==> src/rtl/mpuart_rx.sv <==
module mpuart_rx #(
  parameter int DIV = 4,
  parameter int OVS = 16,
  parameter int DW  = 8
)(
  input  logic       clk,
  input  logic       rst_n,
  input  logic       rxd,
  input  logic       reg_we,
  input  logic [1:0] reg_addr,
  input  logic [7:0] reg_wdata,
  output logic [7:0] reg_rdata,
  input  logic       tx_empty,
  input  logic       tx_done,
  output logic       irq_rx_full,
  output logic       irq_rx_err,
  output logic       irq_tx_empty,
  output logic       irq_tx_end
);
  localparam int PW   = (DIV > 1) ? $clog2(DIV) : 1;
  localparam int OW   = $clog2(OVS);
  localparam int BW   = $clog2(DW + 2);
  localparam int HALF = OVS / 2 - 1;

  typedef enum logic [1:0] {S_IDLE, S_START, S_BITS} rx_st_t;

  logic          mode_mpf, mode_sync;
  logic [5:0]    ctrl_q;
  logic          rx_full, ovr, ferr, mpb;
  logic [DW-1:0] data_q;
  logic [1:0]    rx_sync;
  logic [PW-1:0] pcnt;
  rx_st_t        st;
  logic [OW-1:0] phase;
  logic [BW-1:0] bitn;
  logic [DW:0]   shreg;
  logic          arm_q, mpf_q;

  wire rx_s     = rx_sync[1];
  wire tick     = (pcnt == PW'(DIV - 1));
  wire rx_run   = ctrl_q[0] & ~mode_sync;
  wire wake_eff = ctrl_q[2] & mode_mpf & ~mode_sync;
  wire [BW-1:0] last_bit = mpf_q ? BW'(DW + 1) : BW'(DW);

  wire done = rx_run & tick & (st == S_BITS) & (phase == OW'(OVS - 1)) & (bitn == last_bit);
  wire [DW-1:0] fbyte = mpf_q ? shreg[DW-1:0] : shreg[DW:1];
  wire fmp      = mpf_q & shreg[DW];
  wire deliver  = done & ~(arm_q & ~fmp);
  wire wake_hit = done & arm_q & fmp;

  wire wr_ctrl  = reg_we & (reg_addr == 2'd1);
  wire wr_stat  = reg_we & (reg_addr == 2'd2);
  wire clr_full = wr_stat & reg_wdata[0];
  wire full_eff = rx_full & ~clr_full;

  assign irq_rx_full  = ctrl_q[1] & rx_full;
  assign irq_rx_err   = ctrl_q[1] & (ovr | ferr);
  assign irq_tx_empty = ctrl_q[4] & tx_empty;
  assign irq_tx_end   = ctrl_q[5] & tx_done;

  always_comb begin
    case (reg_addr)
      2'd0:    reg_rdata = {mode_sync, mode_mpf, 6'b0};
      2'd1:    reg_rdata = {2'b0, ctrl_q};
      2'd2:    reg_rdata = {4'b0, mpb, ferr, ovr, rx_full};
      default: reg_rdata = 8'(data_q);
    endcase
  end

  always_ff @(posedge clk or negedge rst_n) begin
    if (!rst_n) begin
      rx_sync <= 2'b11;
      pcnt    <= '0;
    end else begin
      rx_sync <= {rx_sync[0], rxd};
      pcnt    <= tick ? '0 : pcnt + 1'b1;
    end
  end

  always_ff @(posedge clk or negedge rst_n) begin
    if (!rst_n) begin
      st    <= S_IDLE;
      phase <= '0;
      bitn  <= '0;
      shreg <= '0;
      arm_q <= 1'b0;
      mpf_q <= 1'b0;
    end else if (!rx_run) begin
      st <= S_IDLE;
    end else if (tick) begin
      case (st)
        S_IDLE:
          if (!rx_s) begin
            st    <= S_START;
            phase <= '0;
          end
        S_START:
          if (phase == OW'(HALF)) begin
            if (rx_s) st <= S_IDLE;
            else begin
              st    <= S_BITS;
              phase <= '0;
              bitn  <= '0;
              arm_q <= wake_eff;
              mpf_q <= mode_mpf;
            end
          end else phase <= phase + 1'b1;
        S_BITS:
          if (phase == OW'(OVS - 1)) begin
            phase <= '0;
            if (bitn == last_bit) st <= S_IDLE;
            else begin
              shreg <= {rx_s, shreg[DW:1]};
              bitn  <= bitn + 1'b1;
            end
          end else phase <= phase + 1'b1;
        default: st <= S_IDLE;
      endcase
    end
  end

  always_ff @(posedge clk or negedge rst_n) begin
    if (!rst_n) begin
      mode_mpf  <= 1'b0;
      mode_sync <= 1'b0;
      ctrl_q    <= '0;
    end else begin
      if (reg_we && reg_addr == 2'd0) begin
        mode_mpf  <= reg_wdata[6];
        mode_sync <= reg_wdata[7];
      end
      if (wr_ctrl) ctrl_q <= reg_wdata[5:0];
      if (wake_hit) ctrl_q[2] <= 1'b0;
    end
  end

  always_ff @(posedge clk or negedge rst_n) begin
    if (!rst_n) begin
      rx_full <= 1'b0;
      ovr     <= 1'b0;
      ferr    <= 1'b0;
      mpb     <= 1'b0;
      data_q  <= '0;
    end else begin
      rx_full <= deliver | full_eff;
      ovr     <= (deliver & full_eff) | (ovr & ~(wr_stat & reg_wdata[1]));
      ferr    <= (deliver & ~full_eff & ~rx_s) | (ferr & ~(wr_stat & reg_wdata[2]));
      if (deliver && !full_eff) begin
        data_q <= fbyte;
        mpb    <= fmp;
      end else if (wr_stat && reg_wdata[3]) mpb <= 1'b0;
    end
  end
endmodule


==> config.mk <==
export PLATFORM = sky130hd
export DESIGN_NAME = mpuart_rx
export DESIGN_NICKNAME = d
export VERILOG_FILES = /design/src/rtl/mpuart_rx.sv
export SDC_FILE = /design/constraint.sdc
export NUM_CORES = 1
export LEC_CHECK = 0
export BUFFER_PORTS_ARGS = -buffer_cell sky130_fd_sc_hd__buf_4
export CORE_MARGIN = 2
export CORE_UTILIZATION = 45
export DETAILED_ROUTE_END_ITERATION = 6
export GPL_TIMING_DRIVEN = 0
export PLACE_DENSITY = 0.67
export SLEW_MARGIN = 10
export SYNTH_ARGS = -nofsm -noshare
export SYNTH_HDL_FRONTEND = slang
export SYNTH_SLANG_ARGS = --single-unit
export TNS_END_PERCENT = 1
==> constraint.sdc <==
create_clock -name clk -period 2.3 [get_ports clk]
set_input_delay 0.115 -clock clk [delete_from_list [all_inputs] [get_ports clk]]
set_output_delay 0.115 -clock clk [all_outputs]
set_load 0.005 [all_outputs]
# == Yosys cells after proc, flatten, opt, wreduce, memory -nomap -nowiden ==
# Index checks and enable logic that the tools add are counted.
# word_totals
reg_bits,45
out_inout_bits,12
# classes
addsub,3
n_eq_ne,17
mux,25
n_bitwise,40
n_reduce_logical,15
# op_table
cell,count
$mux 4,7
$and 1x1->1,27
$pmux 8 s3,1
$mux 2,8
$reduce_and 5->1,3
$pmux 4 s3,1
$not 1->1,9
$add 4x1->4 const B,2
$mux 8,1
$ne 2x2->1 const B,4
$pmux 4 s2,1
$reduce_and 7->1,1
$eq 2x2->1 const B,3
$ne 3x2->1 const B,2
$ne 3x3->1 const B,2
$pmux 2 s3,1
$reduce_bool 2->1,3
$eq 2x1->1 const B,2
$eq 4x3->1 const B,1
$eq 4x4->1,1
$eq 4x4->1 const B,1
$logic_not 2->1,2
$mux 1,4
$or 1x1->1,4
7 further kinds,9

# == Depth between registers and ports, before layout ==
# depth
ltp_word,10
ltp_mapped,7

# == Least setup slack after synthesis ==
# No wires, ideal clock.
# synth_path
path_type,register to register
from,register st[0]
to,register st[1]
arrival_time_ns,1.716
required_ns,2.178
path_slack_ns,0.462
stages_incl_launch_ff,8
n_path_buf,0
synth_period_minus_slack_ns,1.838
path_cell_list,dfrtp_1 inv_1 ha_1 nor4bb_1 nor3_1 a21oi_1 nand3_1 a32o_1
# synth_between
elab_chain_cells,4
elab_cells_between_ends,11
# synth_rtl
element,line_no,text
start: declaration,33,rx_st_t st;
start signal: assignment,82,st <= S_IDLE;
start signal: assignment,89,st <= S_IDLE;
start signal: assignment,94,st <= S_START;
"$eq 2x2->1, or another cell as far along",91,case (st)
$pmux 2 s3,91,
$mux 2,90,end else if (tick) begin
$mux 2,88,end else if (!rx_run) begin
# Several ways; a longest one is shown, not always the timed one. The select of a mux whose other input is x is not followed.
# A chain may end at the register's enable or synchronous reset.

# == Final worst setup path ==
# layout_path
from,register pcnt[0]
to,register mpf_q
# layout_between
elab_chain_cells,2
# layout_rtl
element,line_no,text
start: declaration,32,logic [PW-1:0] pcnt;
start signal: assignment,76,pcnt <= tick ? '0 : pcnt + 1'b1;
$eq 2x2->1,40,wire tick = (pcnt == PW'(DIV - 1));
$reduce_and 5->1 (no source line),-,
end signal: assignment,105,mpf_q <= mode_mpf;
end: declaration,37,"logic arm_q, mpf_q;"
# No other way between the ends.

==> impl_metrics.json <==
{
  "worstPathMaxFanout": 7,
  "cp.required_ps": 2490,
  "synth_top_cell_by_area": "dfrtp_1",
  "routed.top_layer": "met4",
  "fmax_ghz": 0.487,
  "synth_area_sq_um": 2370,
  "hold_start": "reg_wdata[5]",
  "pin_count": 28,
  "vias": 1742,
  "fp.dieH_microns": 76.5,
  "cts_tree": "done",
  "setup_viol": 0,
  "synth_top_cell_area_share_pct": 45.5,
  "cp.arrival_ps": 2240,
  "routabilityCongestion": 0.747,
  "cts_setup_buffers": 0,
  "hold_viol_final": 0,
  "dr_wl_met3_microns": 182,
  "final-max-slew-violation-count": 0,
  "ctsRootBufferMaster": "clkbuf_8",
  "synth_warnings": 0,
  "ys_top_cells_by_area": "dfrtp_1 (45%), mux2_2 (8.1%), mux2i_1 (5.1%), ha_1 (3.7%), nand2_1 (3.6%)",
  "status": "complete, no violations",
  "synth_seq_cells": 45,
  "routedWlPerCell_microns": 14.6,
  "mostFrequentLayoutCell": "dfrtp_1",
  "totalPowerFinal_w": 0.00162,
  "drive_gt1_share_pct": 25.6,
  "synthesis.nets": 244,
  "synth-seq-area-share_pct": 47.7,
  "cts_made_buffers": 5,
  "wl_met2_mm": 2.15,
  "final_net_count": 280,
  "worst_slack_ps": 245,
  "clk_latency_ps": 310,
  "maxCapViolations": 0,
  "r2r-start": "pcnt[0]",
  "dpl_worst_slack_ps": 210,
  "grt_util_all_layers_pct": 18.5,
  "crit_type": "flop to flop",
  "design.core.area_sq_um": 5110,
  "synth_edf_count": 0,
  "cts_buffer_depth": 2,
  "syn_inst": 221,
  "diodes": 0,
  "wl_met1_mm": 2.37,
  "antenna_found_initial": 0,
  "utilization_pct": 54.9,
  "ir_drop_mv": 0.332,
  "async_reset_ff_share_pct": 100,
  "drc": 0,
  "ant_nets": 0,
  "leakagePower_nw": 1.26,
  "maxSlewHeadroom_pct": 60.5,
  "initial_utilization_pct": 46.3,
  "dpl.hpwl_mm": 3.45,
  "grt_max_degree": 46,
  "die_area_sq_um": 5860,
  "fin_worst_skew_ps": 9.94,
  "area_delta_synth_final_pct": 18.4,
  "die_w_microns": 76.5,
  "hp-class": "input port to flop",
  "ys.flop_type": "dfrtp_1",
  "fin_setup_tns_ps": 0,
  "tightest_slew_ps": 592,
  "rsz0062_at_grt": "no",
  "first_iter_violations": 91,
  "grt_overflow": 0,
  "htree_levels": 2,
  "first_pass_iters": 4,
  "path_clk_slew_ps": 90,
  "worstSetupStartpointType": "flop",
  "timing.final.crit_share_pct": 89.3,
  "syn-mean-instance-area_sq_um": 10.7,
  "routed_wl_mm": 4.80,
  "cts_sinks": 45,
  "io_buffer_count": 27,
  "period_minus_slack_ps": 2050,
  "rows": 26,
  "routed_via_density": 5.31,
  "layout_common_cells": "dfrtp_1 (43), buf_4 (27), nand2_1 (23)",
  "grt_pass1_vias": 1751,
  "synth.distinct_cells": 46,
  "powerDensity_nw_per_um2": 576,
  "end_kind": "flop",
  "grt_pass1_wl_mm": 8.54,
  "crit_start": "pcnt[0]"
}
## where the power goes
group / internal, W / leakage (nW) / switching (W)
registers: 0.000820 / 0.603 / 0.0000310
logic: 0.0000735 / 0.602 / 0.0000605
clock network: 0.000353 / 0.0574 / 0.000277
## through the flow
| step | hold slack [ps] | instance area, sq um | std cells |
|---|---|---|---|
| after global routing | 34.4 | 2800 | 328 |
| after global placement | 154 | 2660 | 318 |
| after detailed placement | 161 | 2660 | 318 |
| after floorplan | -181 | 2370 | 221 |
| final | 32.8 | 2800 | 328 |
| after CTS | 27.3 | 2800 | 328 |
## path summary, 6_finish.rpt
kind | endpoint | slack [ps] | cells past startpoint
worst max register to register | mpf_q | 250 | 5
max in group asynchronous | phase[2] | 1530 | 2
worst min register to register | rx_sync[1] | 360 | 0
worst max-delay path | mpf_q | 250 | 5
worst min-delay path | ctrl_q[5] | 30 | 2
min in group asynchronous | data_q[4] | 360 | 2
## final cells by class
class / instances / area, sq um
Tap cell: 70 / 87.6
Sequential cell: 45 / 1130
Buffer: 5 / 28.8
Timing Repair Buffer: 29 / 223
Clock buffer: 6 / 82.6
Inverter: 14 / 52.6
Multi-Input combinational cell: 157 / 1160
Fill cell: 484 / 2300
Clock inverter: 2 / 37.5
## worst max-delay path, stage by stage (launching register included)
cell      delay, ps
dfrtp_1         350
ha_1            240
nand3b_1        270
nor3b_1         320
nor3b_1         390
mux2_2          380
## layer usage
layer	up-vias	GRT usage [%]
li1	860	-
met1	843	26.5
met2	32	27.2
met3	7	3.91
met4	0	7.64
met5	-	0
## Yosys cell counts (all sizes together) (4+ instances only)
cell    n
dfrtp  43
nand2  24
o21ai  23
mux2   18
inv    14
mux2i  12
a21oi   8
a22o    7
ha      7
nor2    7
and2    6
nand3   5
nor2b   5
nor3    4
nor3b   4
## registers in the layout (all words and copies together), names as in the netlist
register / count
bitn: 4
mpf_q: 1
ctrl_q: 6
mode_sync: 1
st: 2
ovr: 1
rx_full: 1
arm_q: 1
phase: 4
pcnt: 2
mode_mpf: 1
ferr: 1
shreg: 9
rx_sync: 2
data_q: 8
mpb: 1
## logic make-up after synthesis
family / synth area share, %
and+or+nand+nor: 18.3
AOI/OAI and AO/OA: 12.9
DFF: 47.7
muxes: 13.6
buffers and inverters: 3.44
adders and majority gates: 3.70
xor gates and xnor gates: 0.370
## what timing repair did
item / CTS / global route
hold endpoints to repair: 44 / 0
hold buffers: 2 / 0
gates resized for setup: 0 / 1
endpoints found under the setup margin: 0 / 1
No activity file was read; power rests on OpenSTA's default activity.
